===== config.mk =====
export PLATFORM = sky130hd
export DESIGN_NAME = pio_bank_ctrl
export DESIGN_NICKNAME = d
export VERILOG_FILES = /design/src/rtl/pio_pkg.sv /design/src/rtl/pio_sync.sv /design/src/rtl/pio_port.sv /design/src/rtl/pio_bank_ctrl.sv
export SDC_FILE = /design/constraint.sdc
export NUM_CORES = 1
export LEC_CHECK = 0
export BUFFER_PORTS_ARGS = -buffer_cell sky130_fd_sc_hd__buf_2
export CAP_MARGIN = 5
export CORE_MARGIN = 10
export CORE_UTILIZATION = 30
export DETAILED_ROUTE_END_ITERATION = 7
export MAX_ROUTING_LAYER = met4
export PLACE_DENSITY = 0.53
export SETUP_SLACK_MARGIN = 0.1
export SYNTH_ARGS = -nofsm -noshare
export SYNTH_HDL_FRONTEND = slang
export SYNTH_SLANG_ARGS = --single-unit

===== constraint.sdc =====
create_clock -name clk -period 11.56 [get_ports clk]
set_clock_uncertainty 0.15 [all_clocks]
set_input_delay 0.578 -clock clk [delete_from_list [all_inputs] [get_ports clk]]
set_output_delay 0.578 -clock clk [all_outputs]
set_load 0.02 [all_outputs]

===== src/rtl/pio_pkg.sv =====
package pio_pkg;
  localparam int PINS_PER_PORT = 8;
  localparam int WIN_BYTES     = 48;

  typedef enum logic [5:0] {
    OFF_CTRL = 6'h00,
    OFF_IN   = 6'h04,
    OFF_DOUT = 6'h08,
    OFF_MODE = 6'h0C,
    OFF_PULL = 6'h10,
    OFF_EVT  = 6'h14,
    OFF_IEN  = 6'h18,
    OFF_FRC  = 6'h1C,
    OFF_EDGE = 6'h20
  } win_off_e;

  typedef enum logic [1:0] {
    PM_IN = 2'b00,
    PM_PP = 2'b01,
    PM_OD = 2'b10,
    PM_OS = 2'b11
  } pin_mode_e;
endpackage


===== src/rtl/pio_sync.sv =====
module pio_sync #(
  parameter int W = 8
) (
  input  logic         clk,
  input  logic         rst_n,
  input  logic         two_stage,
  input  logic [W-1:0] din,
  output logic [W-1:0] level,
  output logic [W-1:0] rise,
  output logic [W-1:0] fall
);
  logic [W-1:0] s1_q, s2_q, prev_q;

  assign level = two_stage ? s2_q : s1_q;
  assign rise  = level & ~prev_q;
  assign fall  = ~level & prev_q;

  always_ff @(posedge clk or negedge rst_n) begin
    if (!rst_n) begin
      s1_q   <= '0;
      s2_q   <= '0;
      prev_q <= '0;
    end else begin
      s1_q   <= din;
      s2_q   <= s1_q;
      prev_q <= level;
    end
  end
endmodule


===== src/rtl/pio_port.sv =====
module pio_port
  import pio_pkg::*;
#(
  parameter int PORT_IDX = 0,
  parameter int ADDR_W   = 9
) (
  input  logic              clk,
  input  logic              rst_n,
  input  logic              blk_en,
  input  logic              sync_two,
  input  logic              bus_sel,
  input  logic              bus_wr,
  input  logic [ADDR_W-1:0] bus_addr,
  input  logic [15:0]       bus_wdata,
  output logic [31:0]       rdata,
  input  logic [7:0]        pad_in,
  output logic [7:0]        pad_out,
  output logic [7:0]        pad_oe,
  output logic [7:0]        pad_pu,
  output logic              irq
);
  localparam logic [ADDR_W:0] BASE = (ADDR_W+1)'(PORT_IDX * WIN_BYTES);
  localparam logic [ADDR_W:0] SPAN = (ADDR_W+1)'(WIN_BYTES);

  logic [ADDR_W:0] rel;
  logic            hit;
  logic [5:0]      off;
  assign rel = {1'b0, bus_addr} - BASE;
  assign hit = bus_sel && ({1'b0, bus_addr} >= BASE) && (rel < SPAN);
  assign off = rel[5:0] & 6'h3C;

  logic wr_dout, wr_mode, wr_pull, wr_ev, wr_ien, wr_frc, wr_edge;
  assign wr_dout = hit && bus_wr && (off == OFF_DOUT);
  assign wr_mode = hit && bus_wr && (off == OFF_MODE);
  assign wr_pull = hit && bus_wr && (off == OFF_PULL);
  assign wr_ev   = hit && bus_wr && (off == OFF_EVT);
  assign wr_ien  = hit && bus_wr && (off == OFF_IEN);
  assign wr_frc  = hit && bus_wr && (off == OFF_FRC);
  assign wr_edge = hit && bus_wr && (off == OFF_EDGE);

  logic [7:0]  dout_q, pull_q, ev_q, ien_q, frc_q, edge_q;
  logic [15:0] mode_q;
  logic [7:0]  dout_d, pull_d, ev_d, ien_d, frc_d, edge_d;
  logic [15:0] mode_d;

  logic [7:0] lvl, rise, fall, ev_set, ev_clr;

  pio_sync #(.W(PINS_PER_PORT)) u_sync (
    .clk(clk), .rst_n(rst_n), .two_stage(sync_two),
    .din(pad_in), .level(lvl), .rise(rise), .fall(fall)
  );

  assign ev_set = blk_en ? ((edge_q & rise) | (~edge_q & fall) | frc_q) : 8'h00;
  assign ev_clr = wr_ev ? bus_wdata[7:0] : 8'h00;

  always_comb begin
    dout_d = wr_dout ? bus_wdata[7:0] : dout_q;
    mode_d = wr_mode ? bus_wdata      : mode_q;
    pull_d = wr_pull ? bus_wdata[7:0] : pull_q;
    ien_d  = wr_ien  ? bus_wdata[7:0] : ien_q;
    frc_d  = wr_frc  ? bus_wdata[7:0] : frc_q;
    edge_d = wr_edge ? bus_wdata[7:0] : edge_q;
    ev_d   = (ev_q & ~ev_clr) | ev_set;
  end

  always_ff @(posedge clk or negedge rst_n) begin
    if (!rst_n) begin
      dout_q <= '0;
      mode_q <= '0;
      pull_q <= '0;
      ev_q   <= '0;
      ien_q  <= '0;
      frc_q  <= '0;
      edge_q <= '0;
    end else begin
      dout_q <= dout_d;
      mode_q <= mode_d;
      pull_q <= pull_d;
      ev_q   <= ev_d;
      ien_q  <= ien_d;
      frc_q  <= frc_d;
      edge_q <= edge_d;
    end
  end

  for (genvar i = 0; i < PINS_PER_PORT; i++) begin : g_pin
    pin_mode_e m;
    assign m         = pin_mode_e'(mode_q[2*i+1:2*i]);
    assign pad_oe[i] = (m == PM_PP) | ((m == PM_OD) & ~dout_q[i]) | ((m == PM_OS) & dout_q[i]);
    assign pad_pu[i] = (m == PM_IN) & ~pull_q[i];
  end
  assign pad_out = dout_q;
  assign irq     = |(ev_q & ien_q);

  always_comb begin
    rdata = '0;
    if (hit) begin
      case (off)
        OFF_IN:   rdata[7:0]  = lvl;
        OFF_DOUT: rdata[7:0]  = dout_q;
        OFF_MODE: rdata[15:0] = mode_q;
        OFF_PULL: rdata[7:0]  = pull_q;
        OFF_EVT:  rdata[7:0]  = ev_q;
        OFF_IEN:  rdata[7:0]  = ien_q;
        OFF_FRC:  rdata[7:0]  = frc_q;
        OFF_EDGE: rdata[7:0]  = edge_q;
        default:  rdata       = '0;
      endcase
    end
  end


  ev_w1c_chk: assert property (@(posedge clk) disable iff (!rst_n)
    (wr_ev && bus_wdata[7:0] == 8'hFF && !blk_en) |=> (ev_q == 8'h00));

  ev_hold_off_chk: assert property (@(posedge clk) disable iff (!rst_n)
    (!blk_en && !wr_ev) |=> $stable(ev_q));

  force_sets_chk: assert property (@(posedge clk) disable iff (!rst_n)
    (blk_en && frc_q != 8'h00) |=> ((ev_q & $past(frc_q)) == $past(frc_q)));
endmodule


===== src/rtl/pio_bank_ctrl.sv =====
module pio_bank_ctrl
  import pio_pkg::*;
#(
  parameter int          NUM_PORTS = 2,
  parameter logic [6:0]  VERSION   = 7'h03,
  parameter int          ADDR_W    = 9
) (
  input  logic                         clk,
  input  logic                         rst_n,
  input  logic                         bus_sel,
  input  logic                         bus_wr,
  input  logic [ADDR_W-1:0]            bus_addr,
  input  logic [31:0]                  bus_wdata,
  output logic [31:0]                  bus_rdata,
  input  logic [8*NUM_PORTS-1:0]       pad_in,
  output logic [8*NUM_PORTS-1:0]       pad_out,
  output logic [8*NUM_PORTS-1:0]       pad_oe,
  output logic [8*NUM_PORTS-1:0]       pad_pu,
  output logic [NUM_PORTS-1:0]         irq
);
  localparam logic [6:0] PORT_CNT = 7'(NUM_PORTS);

  logic [1:0] rst_pipe_q;
  logic       rst_n_s;
  always_ff @(posedge clk or negedge rst_n) begin
    if (!rst_n) rst_pipe_q <= '0;
    else        rst_pipe_q <= {rst_pipe_q[0], 1'b1};
  end
  assign rst_n_s = rst_pipe_q[1];

  logic wdata_unused;
  assign wdata_unused = ^bus_wdata[31:16];

  logic       ctrl_hit, ctrl_wr;
  logic [1:0] ctrl_q, ctrl_d;
  assign ctrl_hit = bus_sel && (bus_addr[ADDR_W-1:2] == '0);
  assign ctrl_wr  = ctrl_hit && bus_wr;

  always_comb ctrl_d = ctrl_wr ? bus_wdata[1:0] : ctrl_q;

  always_ff @(posedge clk or negedge rst_n_s) begin
    if (!rst_n_s) ctrl_q <= '0;
    else          ctrl_q <= ctrl_d;
  end

  logic [31:0] port_rd [NUM_PORTS];

  for (genvar p = 0; p < NUM_PORTS; p++) begin : g_port
    pio_port #(.PORT_IDX(p), .ADDR_W(ADDR_W)) u_port (
      .clk(clk), .rst_n(rst_n_s),
      .blk_en(ctrl_q[0]), .sync_two(ctrl_q[1]),
      .bus_sel(bus_sel), .bus_wr(bus_wr), .bus_addr(bus_addr),
      .bus_wdata(bus_wdata[15:0]), .rdata(port_rd[p]),
      .pad_in(pad_in[8*p+7:8*p]), .pad_out(pad_out[8*p+7:8*p]),
      .pad_oe(pad_oe[8*p+7:8*p]), .pad_pu(pad_pu[8*p+7:8*p]),
      .irq(irq[p])
    );
  end

  always_comb begin
    bus_rdata = ctrl_hit ? {16'h0, PORT_CNT, VERSION, ctrl_q} : 32'h0;
    for (int p = 0; p < NUM_PORTS; p++) bus_rdata = bus_rdata | port_rd[p];
  end


  ctrl_hold_chk: assert property (@(posedge clk) disable iff (!rst_n_s)
    !ctrl_wr |=> $stable(ctrl_q));
endmodule


After elaboration in Yosys (flattened, before gate mapping). Index checks and enable logic that the tools add are counted.

Output and inout bits: 82. Input port bits: 61. Register bits after elaboration: 180. Logic and storage cells: 283.

Magnitude comparators: 3. Add/subtract/negate cells: 1. Reductions and logical operators: 40. Equality and inequality tests: 64. Muxes and demuxes: 13. Bitwise operators: 140.

Operators by type and width (count): 8-bit one-hot mux with 8 select lines (2); 8-bit AND (12); 2-bit == test (second input constant) (32); 8-bit two-way mux (8); 8-bit inverter (8); 32-bit bitwise OR (2); 1-bit AND (48); 8-bit bitwise OR (6); 2-bit by 1-bit == test with 1-bit output (second input constant) (16); 4-bit by 3-bit == test with 1-bit output (second input constant) (8); 2-bit logical NOT (16); 16-bit two-way mux (2); 1-bit inverter (32); 1-bit bitwise OR (32); 1-bit logical AND (21); 4-bit by 2-bit == test with 1-bit output (second input constant) (4); 8-bit OR reduction (2); 11-bit two-way mux (1); 10-bit by 6-bit less-than comparator with 1-bit output (second input constant) (1); 9-bit by 6-bit subtractor with 10-bit output (second input constant) (1); 9-bit by 6-bit >= comparator with 1-bit output (second input constant) (1); 9-bit by 6-bit less-than comparator with 1-bit output (second input constant) (1); 4-bit by 1-bit == test with 1-bit output (second input constant) (2); 4-bit == test (second input constant) (2); 7-bit logical NOT (1).

Depth between registers and ports, before layout.
Word-level depth: 9. Depth in mapped cells: 8. Mapped depth without buffers: 5.

Modules after synthesis. Synthesis repeated with hierarchy kept, for this count alone.

Cells, all modules: 801. Area, all modules: 9270.1 um^2.

By module, submodules not included: pio_port (g_port[1].u_port) (cells an instance 321, area an instance 3661.0 um^2, seq. area each 1601.5 um^2, times used 1); pio_port (g_port[0].u_port) (cells an instance 322, area an instance 3637.2 um^2, seq. area each 1601.5 um^2, times used 1); pio_sync (cells an instance 57, area an instance 802.0 um^2, seq. area each 600.6 um^2, times used 2); pio_bank_ctrl (cells an instance 44, area an instance 367.9 um^2, seq. area each 100.1 um^2, times used 1).

Least setup slack after synthesis. Ideal clock, no wire load.

Path kind: input -> output. Start: input port bus_addr[2]. End: output port bus_rdata[6]. Slack: 8.871 ns. Stages: 7. Buffers on the path: 2. Data required time: 10.832 ns. Arrival time: 1.961 ns. Cell sequence: clkbuf_8 > clkbuf_1 > nor3b_1 > a32oi_1 > o22ai_1 > a211oi_1 > o22ai_1.

Word-level cells in the longest chain between the ends: 5. Elaborated cells between the ends (all ways): 29. Those cells by class: add/sub: 1; order compare: 3; eq/ne: 16; mux: 4; bitwise: 2; reduce/logical: 3.

Ends and longest elaborated chain: start, declared (RTL line pio_bank_ctrl.sv:12) `input logic [ADDR_W-1:0] bus_addr,`; 9-bit by 6-bit subtractor with 10-bit output, or another cell as far along (RTL line pio_port.sv:28) `assign rel = {1'b0, bus_addr} - BASE;`; 10-bit by 6-bit less-than comparator with 1-bit output, or another cell as far along (RTL line pio_port.sv:29) `assign hit = bus_sel && ({1'b0, bus_addr} >= BASE) && (rel < SPAN);`; 1-bit logical AND, or another cell as far along (RTL line pio_port.sv:29); 16-bit two-way mux / 32-bit bitwise OR (equally long branches) (RTL line pio_port.sv:97, pio_bank_ctrl.sv:62); 32-bit bitwise OR (*) (RTL line pio_bank_ctrl.sv:62) `for (int p = 0; p < NUM_PORTS; p++) bus_rdata = bus_rdata | port_rd[p];`; end, declared (RTL line pio_bank_ctrl.sv:14) `output logic [31:0] bus_rdata,`.

Every way passes the cells marked *; elsewhere a longest branch is shown, timed or not.

Worst setup path after layout. Ends and elaborated chain as after synthesis.

==> summary.md <==
| Metric | Value |
|---|---|
| Outcome | `complete, no violations` |
| 1st-iter DRT viols | `around 550` |
| Max Slew Vio Count | `0` |
| Grt ovf | `0` |
| Fmax | `roughly 0.25 GHz` |
| Resized cells post-CTS | `0` |
| Worst vdd rail ir drop | `between 0.09 and 0.1 mV` |
| Pin count of the biggest net entering global routing | `69` |
| First-pass GRT wire length | `43,100 µm` |
| DRT Pass-1 Iters | `6` |
| I/O pins | `roughly 140` |
| Netlist cell types | `68` |
| Row Count | `slightly above 60` |
| Fin crit share | `0.347` |
| Worst Setup Slack, final | `roughly 7.6 ns` |
| Setup CP Type | `input pin to primary output` |
| Hold Crit Depth | `1` |
| Endpoints failing setup | `0` |
| Final WL | `between 20,000 and 30,000 µm` |
| CTS tree | `yes` |
| CP required | `~11 ns` |
| Flops & latches, synth | `180` |
| Avg Cell Area, Syn | `11.2 µm²` |
| Relative slew slack | `0.243` |
| Commonest register cell after synthesis | `dfrtp_1` |
| Worst-case clock buffer depth | `2` |
| Clock transition at path regs | `0.07 ns` |
| Worst-Margin Slew | `1.13 ns` |
| Synth Area in Compound Gates | `0.140` |
| Switching part of the total | `0.270` |
| Antenna violations before repair | `1` |
| Post-synth EDFFs | `0` |
| Die ar. | `between 30,000 and 40,000 µm²` |
| Later-pin clock latency in the skew report | `between 0.4 and 0.5 ns` |
| Crit path time final | `4.01 ns` |
| Post-DP HPWL | `~21,000 µm` |
| Root Driver | `clkbuf_16` |
| Asr flop ratio synth | `1.00` |
| GRT Total Usage | `0.162` |
| Pre-CTS worst setup slack | `about 7.7 ns` |
| Syn. warnings | `0` |
| CTS Buf Count | `17` |
| Power Internal | `about 1.1 mW` |
| Die Height | `between 150 and 200 µm` |
| Cts-stage hold buffer count | `1` |
| Critical path fanouts, max | `40` |
| Cell Count, Final, Fillers Out | `1,263` |
| Simple-Gate Fraction of Synth Area | `0.129` |
| Reg power frac | `0.479` |
| Largest family of logic cells by synthesized area | `multiplexers` |
| Residual antenna-violating net count after detailed routing | `0` |
| Critical path capture point type | `primary output` |
| Hold WC Path Type | `input pin to register` |
| Hold endpoint | `g_port[0].u_port.u_sync.s1_q[3]$_DFF_PN0_` |
| GPL Wtd Cong | `around 0.96` |
| Top routing layer in use | `met4` |
| Hold WS | `0.0903 ns` |
| Post-Synthesis Cell Area | `between 8000 and 9000 µm²` |
| FF-to-FF path depth | `5` |
| Metal2 WL | `~14,000 µm` |
| PD cells | `between 100 and 150 nW/µm²` |
| Arrival time at the worst endpoint | `around 3.3 ns` |
| Post-CTS Setup Bufs | `0` |
| Cells after synthesis | `777` |
| Vias in the first global route | `around 6,700` |
| Final setup TNS | `0 ns` |
| Die width | `191 µm` |
| Htree depth | `4` |
| Switching pwr | `a little under 0.4 mW` |
| Via count | `about 6,600` |
| Startpoint class of the critical path | `input pin` |
| Max-capacitance violation count | `0` |
| DRC errors left | `0` |
| Starting Density | `0.304` |
| Post-Layout Inst Area | `approximately 10,000 µm²` |
| Clock sink total | `between 150 and 200` |
| Mux share of post-synthesis cell area | `0.149` |
| Vias/cell | `approximately 5.2` |
| Post-DP Area | `around 9500 µm²` |
| Post-Synth XOR/XNOR Area | `0.0170` |
| WL per Instance | `between 20 and 25 µm` |
| Final #Nets | `approximately 930` |
| Worst Min Path Start | `pad_in[3]` |
| Most common cell after layout, fill and taps aside | `dfrtp_1` |
| Final hold violations | `0` |
| Total Power | `roughly 1.4 mW` |
| Static leakage | `~4.5 nW` |
| Synth-to-Final Area Change | `15.4%` |
| Fin util | `0.351` |
| R2R Path End | `g_port[0].u_port.ev_q[7]$_DFF_PN0_` |
| Routed length on met1 | `between 10,000 and 15,000 µm` |
| Worst R2R Start | `ctrl_q[1]$_DFFE_PN0P_` |
| RSZ-0062 raised after global routing | `false` |
| R2R Setup Slk | `between 9 and 10 ns` |
| Met3 routed WL | `around 1800 µm` |
| Layout cells sized above 1 | `0.294` |
| Synth Area in Adders | `0` |
| Area of the core | `28,700 µm²` |
| Sequential share of the synthesized area | `0.516` |
| Commonest non-fill, non-tap cells in the layout | `179 x dfrtp_1, 108 x buf_2, 100 x nand2_1` |
| Placed cell count | `1,231` |
| Clk pwr share | `0.411` |
| Logic gate share of total power | `0.111` |
| Port Buf Inserts | `between 100 and 150` |
[Yosys cell counts (2+ instances only)]
cell | number | area share
a31oi_1 | 4 | 0.0029
a221oi_1 | 4 | 0.0040
mux2_2 | 88 | 0.11
o22ai_1 | 23 | 0.016
clkdlybuf4s25_2 | 2 | 0.0023
buf_2 | 11 | 0.0063
buf_4 | 19 | 0.016
mux2i_1 | 15 | 0.017
xnor2_1 | 16 | 0.016
buf_1 | 6 | 0.0026
o21ai_0 | 63 | 0.036
and3_1 | 4 | 0.0029
nor2_1 | 8 | 0.0034
a22oi_1 | 17 | 0.015
and2_1 | 4 | 0.0029
nand4_1 | 3 | 0.0021
o211ai_1 | 2 | 0.0017
nor3_1 | 20 | 0.011
a32oi_1 | 6 | 0.0060
nand2_1 | 100 | 0.043
a32o_1 | 5 | 0.0057
o32ai_1 | 3 | 0.0030
conb_1 | 2 | 0.00086
nor3_4 | 4 | 0.0074
nor2_2 | 5 | 0.0036
nand3_1 | 11 | 0.0063
a211oi_1 | 5 | 0.0043
nor3b_1 | 2 | 0.0017
o221ai_1 | 2 | 0.0020
a2bb2oi_1 | 3 | 0.0030
a22o_1 | 20 | 0.020
a222oi_1 | 2 | 0.0023
inv_1 | 15 | 0.0064
nand2b_1 | 34 | 0.024
dfrtp_1 | 180 | 0.52
mux2_4 | 10 | 0.017
a21oi_1 | 5 | 0.0029
clkbuf_1 | 14 | 0.0060
clkbuf_8 | 3 | 0.0047
nor4_1 | 2 | 0.0014
nor2b_1 | 8 | 0.0057
[cells by family after synthesis]
family          Yosys count
compound gates          176
other cells               2
xor+xnor                 17
buf+inv                  72
simple gates            216
mux                     114
flops                   180
[sequential cells by signal, indices dropped and copies added, names as in the netlist]
register                     cells
g_port.u_port.pad_out           16
g_port.u_port.pull_q            16
g_port.u_port.u_sync.s1_q       16
rst_pipe_q                       2
g_port.u_port.u_sync.s2_q       16
g_port.u_port.u_sync.prev_q     16
g_port.u_port.ev_q              16
g_port.u_port.edge_q            16
g_port.u_port.frc_q             16
ctrl_q                           2
g_port.u_port.mode_q            32
g_port.u_port.ien_q             16
[worst max-delay path, stage by stage]
cell and delay (ns):
buf_2 0.08, buf_4 0.44, nor2b_1 0.58, and2_1 0.54
a222oi_1 0.20, o311a_1 0.18, o22ai_1 0.39, buf_2 0.26
[layout make-up]
type | instances | area, µm²
Sequential cell | 180 | 4510
Multi-Input combinational cell | 540 | 3870
Clock inverter | 12 | 156
Clock buffer | 18 | 429
Inverter | 15 | 56.3
Tap cell | 384 | 480
Timing Repair Buffer | 113 | 581
Antenna cell | 1 | 2.50
Fill cell | 2933 | 18600
[how the worst max path moves through the flow]
stage	startpoint	endpoint	slack [ns]	cells after the start
after CTS	bus_addr[2]	bus_rdata[6]	7.70	8
after detailed placement	bus_addr[2]	bus_rdata[6]	7.72	8
after global placement	bus_addr[2]	bus_rdata[6]	7.68	8
final	bus_addr[2]	bus_rdata[6]	7.55	8
after floorplan	rst_pipe_q[1]$_DFF_PN0_	ctrl_q[0]$_DFFE_PN0P_	6.02	0
after global routing	bus_addr[3]	bus_rdata[3]	7.53	6
[power groups by stage]
| stage | clock network [mW] | registers [mW] | logic, mW |
|---|---|---|---|
| 3_5_place_dp | 0 | 0.703 | 0.160 |
| 3_3_place_gp | 0 | 0.702 | 0.159 |
| 6_report | 0.592 | 0.690 | 0.160 |
| 4_1_cts | 0.604 | 0.691 | 0.161 |
| 5_1_grt | 0.630 | 0.695 | 0.173 |
| 2_1_floorplan | 0 | 0.697 | 0.106 |
[metal layers]
metal | track usage | up-vias
li1 | - | 2970
met4 | 0.0421 | 0
met1 | 0.208 | 3388
met5 | - | -
met2 | 0.251 | 217
met3 | 0.0386 | 29
Note: power is estimated with default switching activity, not from simulation.
